## src/rtl/lps_pkg.sv

```systemverilog
package lps_pkg;

  typedef enum logic [1:0] {
    SEL_WAIT  = 2'd0,
    SEL_HOLD  = 2'd1,
    SEL_DRAIN = 2'd2
  } sel_state_e;

  function automatic logic is_pos(input logic sign_bit, input logic nonzero);
    return !sign_bit && nonzero;
  endfunction

endpackage

```

## src/rtl/lps_cmp_neg_arm.sv

```systemverilog
module lps_cmp_neg_arm import lps_pkg::*; #(
  parameter int W = 32
) (
  input  logic         clk,
  input  logic         rst_n,
  input  logic         start,
  input  logic         clr,
  input  logic [W-1:0] x,
  output logic         vld,
  output logic         pred,
  output logic [W-1:0] neg
);

  logic         vld_q, vld_d;
  logic         pred_q, pred_d;
  logic [W-1:0] neg_q, neg_d;

  always_comb begin
    vld_d  = vld_q;
    pred_d = pred_q;
    neg_d  = neg_q;
    if (clr) vld_d = 1'b0;
    if (start) begin
      vld_d  = 1'b1;
      pred_d = is_pos(x[W-1], |x);
      neg_d  = -x;
    end
  end

  always_ff @(posedge clk or negedge rst_n) begin
    if (!rst_n) vld_q <= 1'b0;
    else        vld_q <= vld_d;
  end

  always_ff @(posedge clk) begin
    if (start) begin
      pred_q <= pred_d;
      neg_q  <= neg_d;
    end
  end

  assign vld  = vld_q;
  assign pred = pred_q;
  assign neg  = neg_q;

endmodule

```

## src/rtl/lps_mul_arm.sv

```systemverilog
module lps_mul_arm #(
  parameter int W   = 32,
  parameter int LAT = 3
) (
  input  logic         clk,
  input  logic         rst_n,
  input  logic         start,
  input  logic         clr,
  input  logic [W-1:0] a,
  input  logic [W-1:0] b,
  output logic         vld,
  output logic [W-1:0] prod
);

  for (genvar i = 0; i < LAT; i++) begin : g_stg
    logic         in_v;
    logic [W-1:0] in_d;
    logic         v_q, v_d;
    logic [W-1:0] d_q;

    if (i == 0) begin : g_first
      assign in_v = start;
      assign in_d = a * b;
    end else begin : g_next
      assign in_v = g_stg[i-1].v_q;
      assign in_d = g_stg[i-1].d_q;
    end

    if (i == LAT-1) begin : g_last
      always_comb v_d = clr ? 1'b0 : (in_v | v_q);
    end else begin : g_pass
      always_comb v_d = in_v;
    end

    always_ff @(posedge clk or negedge rst_n) begin
      if (!rst_n) v_q <= 1'b0;
      else        v_q <= v_d;
    end

    always_ff @(posedge clk) begin
      if (in_v) d_q <= in_d;
    end
  end

  assign vld  = g_stg[LAT-1].v_q;
  assign prod = g_stg[LAT-1].d_q;

endmodule

```

## src/rtl/lps_lenient_sel.sv

```systemverilog
module lps_lenient_sel import lps_pkg::*; #(
  parameter int W = 32
) (
  input  logic         clk,
  input  logic         rst_n,
  input  logic         p_vld,
  input  logic         p_val,
  input  logic [W-1:0] t_data,
  input  logic         f_vld,
  input  logic [W-1:0] f_data,
  input  logic         y_ack,
  output logic         y_vld,
  output logic [W-1:0] y_data,
  output logic         consume
);

  sel_state_e   state_q, state_d;
  logic [W-1:0] yd_q, yd_d;
  logic         load;

  always_comb begin
    state_d = state_q;
    yd_d    = yd_q;
    load    = 1'b0;
    consume = 1'b0;
    case (state_q)
      SEL_WAIT: begin
        if (p_vld && (p_val || f_vld)) begin
          load    = 1'b1;
          yd_d    = p_val ? t_data : f_data;
          state_d = SEL_HOLD;
        end
      end
      SEL_HOLD: begin
        if (y_ack) begin
          if (p_vld && f_vld) begin
            consume = 1'b1;
            state_d = SEL_WAIT;
          end else begin
            state_d = SEL_DRAIN;
          end
        end
      end
      SEL_DRAIN: begin
        if (p_vld && f_vld) begin
          consume = 1'b1;
          state_d = SEL_WAIT;
        end
      end
      default: state_d = SEL_WAIT;
    endcase
  end

  always_ff @(posedge clk or negedge rst_n) begin
    if (!rst_n) state_q <= SEL_WAIT;
    else        state_q <= state_d;
  end

  always_ff @(posedge clk) begin
    if (load) yd_q <= yd_d;
  end

  assign y_vld  = (state_q == SEL_HOLD);
  assign y_data = yd_q;

endmodule

```

## src/rtl/lps_select_unit.sv

```systemverilog
module lps_select_unit #(
  parameter int W       = 32,
  parameter int MUL_LAT = 3
) (
  input  logic         clk,
  input  logic         rst_n,
  input  logic         x_vld,
  input  logic [W-1:0] x_data,
  output logic         x_ack,
  input  logic         b_vld,
  input  logic [W-1:0] b_data,
  output logic         b_ack,
  output logic         y_vld,
  output logic [W-1:0] y_data,
  input  logic         y_ack
);

  logic [1:0]   rs_q;
  logic         run;
  logic         busy_q, busy_d;
  logic         take, consume;
  logic         cn_vld, cn_pred;
  logic [W-1:0] cn_neg;
  logic         mu_vld;
  logic [W-1:0] mu_prod;

  always_ff @(posedge clk or negedge rst_n) begin
    if (!rst_n) rs_q <= 2'b00;
    else        rs_q <= {rs_q[0], 1'b1};
  end
  assign run = rs_q[1];

  assign take = run && !busy_q && x_vld && b_vld;

  always_comb begin
    busy_d = busy_q;
    if (consume) busy_d = 1'b0;
    if (take)    busy_d = 1'b1;
  end

  always_ff @(posedge clk or negedge rst_n) begin
    if (!rst_n) busy_q <= 1'b0;
    else        busy_q <= busy_d;
  end

  lps_cmp_neg_arm #(.W(W)) u_cn (
    .clk   (clk),
    .rst_n (rst_n),
    .start (take),
    .clr   (consume),
    .x     (x_data),
    .vld   (cn_vld),
    .pred  (cn_pred),
    .neg   (cn_neg)
  );

  lps_mul_arm #(.W(W), .LAT(MUL_LAT)) u_mu (
    .clk   (clk),
    .rst_n (rst_n),
    .start (take),
    .clr   (consume),
    .a     (x_data),
    .b     (b_data),
    .vld   (mu_vld),
    .prod  (mu_prod)
  );

  lps_lenient_sel #(.W(W)) u_sel (
    .clk     (clk),
    .rst_n   (rst_n),
    .p_vld   (cn_vld),
    .p_val   (cn_pred),
    .t_data  (cn_neg),
    .f_vld   (mu_vld),
    .f_data  (mu_prod),
    .y_ack   (y_ack),
    .y_vld   (y_vld),
    .y_data  (y_data),
    .consume (consume)
  );

  assign x_ack = take;
  assign b_ack = take;

endmodule

```

## config.mk

```make
export PLATFORM = sky130hd
export DESIGN_NAME = lps_select_unit
export DESIGN_NICKNAME = d
export VERILOG_FILES = /design/src/rtl/lps_pkg.sv /design/src/rtl/lps_cmp_neg_arm.sv /design/src/rtl/lps_mul_arm.sv /design/src/rtl/lps_lenient_sel.sv /design/src/rtl/lps_select_unit.sv
export SDC_FILE = /design/constraint.sdc
export NUM_CORES = 1
export LEC_CHECK = 0
export ABC_AREA = 0
export BUFFER_PORTS_ARGS = -buffer_cell sky130_fd_sc_hd__buf_4
export CAP_MARGIN = 20
export CELL_PAD_IN_SITES_DETAIL_PLACEMENT = 0
export CELL_PAD_IN_SITES_GLOBAL_PLACEMENT = 1
export CORE_AREA = 2 2 227 184
export CTS_CLUSTER_DIAMETER = 200
export DETAILED_ROUTE_END_ITERATION = 8
export DIE_AREA = 0 0 229 186
export GPL_TIMING_DRIVEN = 0
export PLACE_DENSITY_LB_ADDON = 0.2
export SETUP_SLACK_MARGIN = 0.02
export SYNTH_ARGS = -nofsm -noshare
export SYNTH_HDL_FRONTEND = slang
export SYNTH_SLANG_ARGS = --single-unit
```

## constraint.sdc

```tcl
create_clock -name clk -period 6.54 [get_ports clk]
set_clock_uncertainty 0.2 [all_clocks]
set_input_delay 0.981 -clock clk [delete_from_list [all_inputs] [get_ports clk]]
set_output_delay 0.981 -clock clk [all_outputs]
set_load 0.02 [all_outputs]
```

== Word level (Yosys, flattened, before mapping) ==
Index checks and enable logic that the tools add are counted.

* Logic and storage cells: 48
* Bits in read-only memories: 0
* Bits in latches: 0
* Output and inout port bits: 35
* Bits of input ports: 69
* Memories kept: 0
* Bits in registers: 169
* RAM bits: 0

* $mul: 1
* Magnitude comparators: 0
* Muxes and demuxes: 14
* Div/mod/pow operators: 0
* Add/subtract/negate cells: 1
* Equality and inequality tests: 5
* Shift-type cells: 0
* Reduce and logical (&&, ||, !) cells: 14
* Bitwise operators: 1

{| class="wikitable"
|+ Operators with widths
! cell !! number
|-
| 32-bit by 32-bit multiplier with 32-bit output || 1
|-
| 32-bit 2-to-1 mux || 1
|-
| 32-bit negation || 1
|-
| 32-bit OR reduction || 1
|-
| 2-bit 2-to-1 mux || 4
|-
| 1-bit 2-to-1 mux || 7
|-
| 1-bit logical AND || 6
|-
| 2-bit by 1-bit != test with 1-bit output, second input constant || 3
|-
| 2-bit case mux with 3 select lines || 1
|-
| 3-bit AND reduction || 2
|-
| 2-bit by 1-bit == test with 1-bit output, second input constant || 1
|-
| 2-bit == test, second input constant || 1
|-
| 1-bit logical NOT || 2
|-
| 2-bit logical NOT || 1
|-
| 1-bit case mux with 2 select lines || 1
|-
| 2-bit nonzero test || 1
|-
| 1-bit logical OR || 1
|-
| 1-bit bitwise OR || 1
|}

== Longest topological paths before layout ==
* Depth after elaboration: 6
* Gate-level depth with buffers: 27

== Hierarchy ==
Synthesis repeated with hierarchy kept, for this count alone.

* Cell total of the unflattened synthesis: 2,043
* Area, all modules: 22,253.8 µm²

{| class="wikitable"
|+ Modules (own cells, without submodules)
! module !! cells each !! area an instance (µm²) !! sequential area each (µm²) !! times used
|-
| lps_mul_arm || 1,825 || 18,843.1 || 2,957.8 || 1
|-
| lps_lenient_sel || 91 || 1,704.1 || 1,011.0 || 1
|-
| lps_cmp_neg_arm || 119 || 1,601.5 || 1,016.0 || 1
|-
| lps_select_unit || 8 || 105.1 || 75.1 || 1
|}

== Worst setup path after synthesis ==
No wires, ideal clock.

* Path kind: in2reg
* Start: input port x_data[16]
* End: register u_mu.g_stg[0].d_q[30], data pin
* Slack: -1.249 ns
* Library setup time: 0.261 ns
* Stages: 21
* Data arrival time: 7.328 ns
* Required time: 6.079 ns
* Path buffers: 2
* Path through: clkbuf_1 -> clkbuf_1 -> and2_1 -> fa_1 -> fa_1 -> fa_1 -> inv_1 -> fa_1 -> inv_1 -> fa_1 -> fa_1 -> fa_1 -> fa_1 -> ha_1 -> a21oi_1 -> o21bai_1 -> a221oi_1 -> nand2_1 -> o21ai_0 -> o21bai_1 -> a311o_1

* Cells in the longest elaborated chain, start to end: 1

{| class="wikitable"
|+ Ends and longest elaborated chain
! what !! RTL line !! source
|-
| start: declaration || lps_select_unit.sv:8 || <nowiki>input logic [W-1:0] x_data,</nowiki>
|-
| 32-bit by 32-bit multiplier with 32-bit output || lps_mul_arm.sv:23 || <nowiki>assign in_d = a * b;</nowiki>
|-
| via u_mu.g_stg[0].in_d[30] || lps_mul_arm.sv:17 || <nowiki>logic [W-1:0] in_d;</nowiki>
|-
| end signal: assignment || lps_mul_arm.sv:41 || <nowiki>if (in_v) d_q <= in_d;</nowiki>
|-
| end: declaration || lps_mul_arm.sv:19 || <nowiki>logic [W-1:0] d_q;</nowiki>
|}

The timed path passes the listed nets, and every way through them passes these cells.
A chain may end at the register's enable or synchronous reset.

== Final worst setup path ==
* Start: input port b_data[2]
* End: register u_mu.g_stg[0].d_q[30], data pin

* Cells in the longest elaborated chain, start to end: 1

{| class="wikitable"
|+ Ends and longest elaborated chain
! what !! RTL line !! source
|-
| start: declaration || lps_select_unit.sv:11 || <nowiki>input logic [W-1:0] b_data,</nowiki>
|-
| 32-bit by 32-bit multiplier with 32-bit output || lps_mul_arm.sv:23 ||
|-
| via u_mu.g_stg[0].in_d[30] || lps_mul_arm.sv:17 ||
|}

The timed path passes the listed nets, and every way through them passes these cells.

==> reports/metrics.yaml <==
status:
  status: "finished, violations left"
  violations: "setup timing"
synth:
  ys.warnings.count: 0
  synthMuxAreaShare_pct: 1.70
  synthCells: 2088
  synth_xor_area_share_pct: 4.36
  synth-compound-area-share_pct: 2.70
  synth_edf_count: 161
  synth-simple-area-share_pct: 14.8
  synthArstFlopShare_pct: 4.73
  netlist_area_um2: 21900
  syn_avg_cell_area_um2: 10.5
  synthAdderAreaFrac_pct: 44.6
  ys.flop_type: "edfxtp_1"
  synth_top_family_by_area: "adder cells"
  synth_cell_types: 54
  synth_fp_nets: 2692
  yosysSeqAreaShare_pct: 23.0
  ys_ff_latch: 169
sta:
  fin_crit_sh_pct: 113
  tightest_slew_ps: 1070
  grt_setup_unrepaired: "yes"
  drv_slew: 0
  tns_ps: -8570
  max_freq_ghz: 0.135
  setup_viol_count_final: 17
  hold_viol_final: 0
  max_slew_margin_pct: 28.9
  setup_ws_ps: -873
  min_period_ps: 7410
cells_and_area:
  fin_area_um2: 26800
  fill_cells: 3169
  layout.nets: 2883
  drive_gt1_share_pct: 20.8
  area_growth_pct: 22.3
setup_path:
  crit_type: "in -> reg"
  critPathArrivalTime_ps: 7400
  cp_max_fo: 5
  r2r_start: "u_cn.pred"
  slowest_delay_ps: 640
  startpoint: "b_data[2]"
  cp_data_required_time_ps: 6530
  worstPathCellList: "buf_8, clkbuf_16, clkbuf_16, and2_4, fa_2, inv_2, fa_1, fa_2, fa_2, inv_2, fa_1, fa_1, fa_2, fa_2, ha_4, inv_4, o21bai_2, a221oi_4, nand2_2, o21ai_4, buf_12, o21bai_4, a311o_1"
  crit_slowest_cell: "fa_2"
  cp-start-kind: "input port"
  endpoint_kind: "flip-flop"
  path_common_cell: "fa_2"
route:
  routed_wl_mm: 71.0
  dr.first_iter.drc_count: 1595
  routed_via_density: 5.56
  drc: 0
  drtAntennaViolNets: 0
  dr.pass1.iters: 6
  wl_per_cell_um: 25.0
  num_vias: 15787
clocking:
  htreeDepth: 4
  clockBufferDepth: 2
  cts.reportedPaths.clkPinSlew_ps: 70
  cts_hold_buf: 0
  clk_latency_ps: 450
  cts_sinks: 169
  cts_tree: "built"
  cts_buffers: 17
  root_buffer: "clkbuf_16"
grt:
  antenna_found_initial: 5
  grt-ovfl-total: 0
  grt_max_degree: 69
  grt_pass1_vias: 16892
  grt_pass1_wl_mm: 106
  grt.total_usage_pct: 34.9
die:
  core_um2: 40300
  die_y_um: 186
  io_pins: 104
  die_w_um: 229
  start_util_pct: 54.3
  rows: 66
  die-area_um2: 42600
placed_design:
  port_buffers: 92
  placed_area_um2: 24000
  gp_congestion: 0.971
  hpwl_mm: 54.1
hold_path:
  worstHoldPathType: "in -> async"
flow_run:
  maxCapViolCount: 0
through the flow:
stage / cells / worst slack, ps / utilization [%] / hold WS, ps
floorplan: 2088 / -696 / - / 131
global placement: 2724 / -2340 / 59.2 / 132
detailed placement: 2728 / -2320 / 59.4 / 135
CTS: 2825 / -851 / 65.8 / 118
global route: 2838 / -978 / 66.5 / 135
finish: 2839 / -873 / 66.5 / 145
worst paths after layout:
check | end | slack (ps) | depth (start not counted)
worst min register to register | rs_q[1] | 150 | 0
max in group asynchronous | u_mu.vld | 5870 | 1
worst max register to register | u_sel.y_data[23] | 3670 | 4
min in group clk | rs_q[1] | 150 | 0
worst min-delay path | u_sel.state_q[1] | 150 | 1
worst max-delay path | u_mu.g_stg[0].d_q[30] | -870 | 23
cells by family after synthesis:
family                     count (synthesis)
AOI/OAI and AO/OA                         88
xor gates and xnor gates                 109
adders and majority gates                535
buffers and inverters                    516
DFF                                      169
muxes                                     33
other                                      1
and+or+nand+nor                          637
cell usage after synthesis (4+ instances only):
cell type  number  share of area (%)
nor2_1         35               0.60
ha_1          127                7.3
fa_1          408                 37
o21a_1          4               0.14
a21oi_1        26               0.59
nand2_1       264                4.5
a211oi_1        6               0.21
clkbuf_1      103                1.8
xor2_1         30                1.2
o21bai_1        4               0.14
nor4_1          8               0.23
nor3_1         12               0.27
nor2b_1         6               0.17
nand2b_1        4               0.11
inv_1         410                7.0
mux2_2         33                1.7
a21o_1          5               0.17
xnor2_1        79                3.2
and2_1        285                8.1
edfxtp_1      161                 22
dfrtp_1         8               0.91
o21ai_0        16               0.37
nand3_1         6               0.14
nand3b_1        4               0.14
cell usage in the layout (no fill, tap or decap), types with 16 or more instances in the layout:
cell type	netlist	final
a21oi_1	26	17
and2_1	285	265
and2_4	0	20
buf_4	1	141
buf_6	0	19
buf_8	0	17
clkbuf_1	103	18
clkbuf_16	0	59
clkbuf_8	0	16
edfxtp_1	161	161
fa_1	408	367
fa_2	0	41
ha_1	127	100
ha_4	0	25
inv_1	410	398
mux2_2	33	33
nand2_1	264	258
nor2_1	35	31
xnor2_1	79	79
xor2_1	30	30
state kept, by name, indices dropped and copies added (netlist names):
signal          count
u_mu.g_stg.d_q     64
u_cn.neg           32
u_mu.prod          32
u_sel.y_data       32
rs_q                2
u_mu.g_stg.v_q      2
u_sel.state_q       2
u_cn.pred           1
u_cn.vld            1
u_mu.vld            1
what timing repair did:
action                     CTS  global route
setup endpoints to repair   22            19
buffers inserted            74            12
resized for setup          270            68
cloned                       2             0
pin swaps                   99            59
layout make-up:
cell class                 count  area [µm²]  share of cell area [%]
inverter                     410        1540                    5.75
timing repair buffer         184        1730                    6.46
clock inverter                13         186                   0.696
antenna                        3        7.51                  0.0280
tap                          544         681                    2.54
clock buffer                  19         443                    1.65
sequential                   169        5030                    18.8
buffer                        94        1470                    5.49
multi-input combinational   1403       15700                    58.6
per-layer routing:
layer / global-route usage, % / up-vias / share of wire, %
li1: - / 6682 / -
met1: 48.9 / 8183 / 42
met2: 53.8 / 774 / 44
met3: 8.47 / 148 / 10
met4: 11.9 / 0 / 3.6
met5: 0 / - / 0
worst max-delay path: cells and delay by family:
family                     cells  cell delay, ps
buffers and inverters          7             680
AOI/OAI and AO/OA              5             940
adders and majority gates      9            4560
and+or+nand+nor                2             240
Power is not shown: default switching activity piles up to over one toggle a cycle in this logic, so the estimate is an artifact.
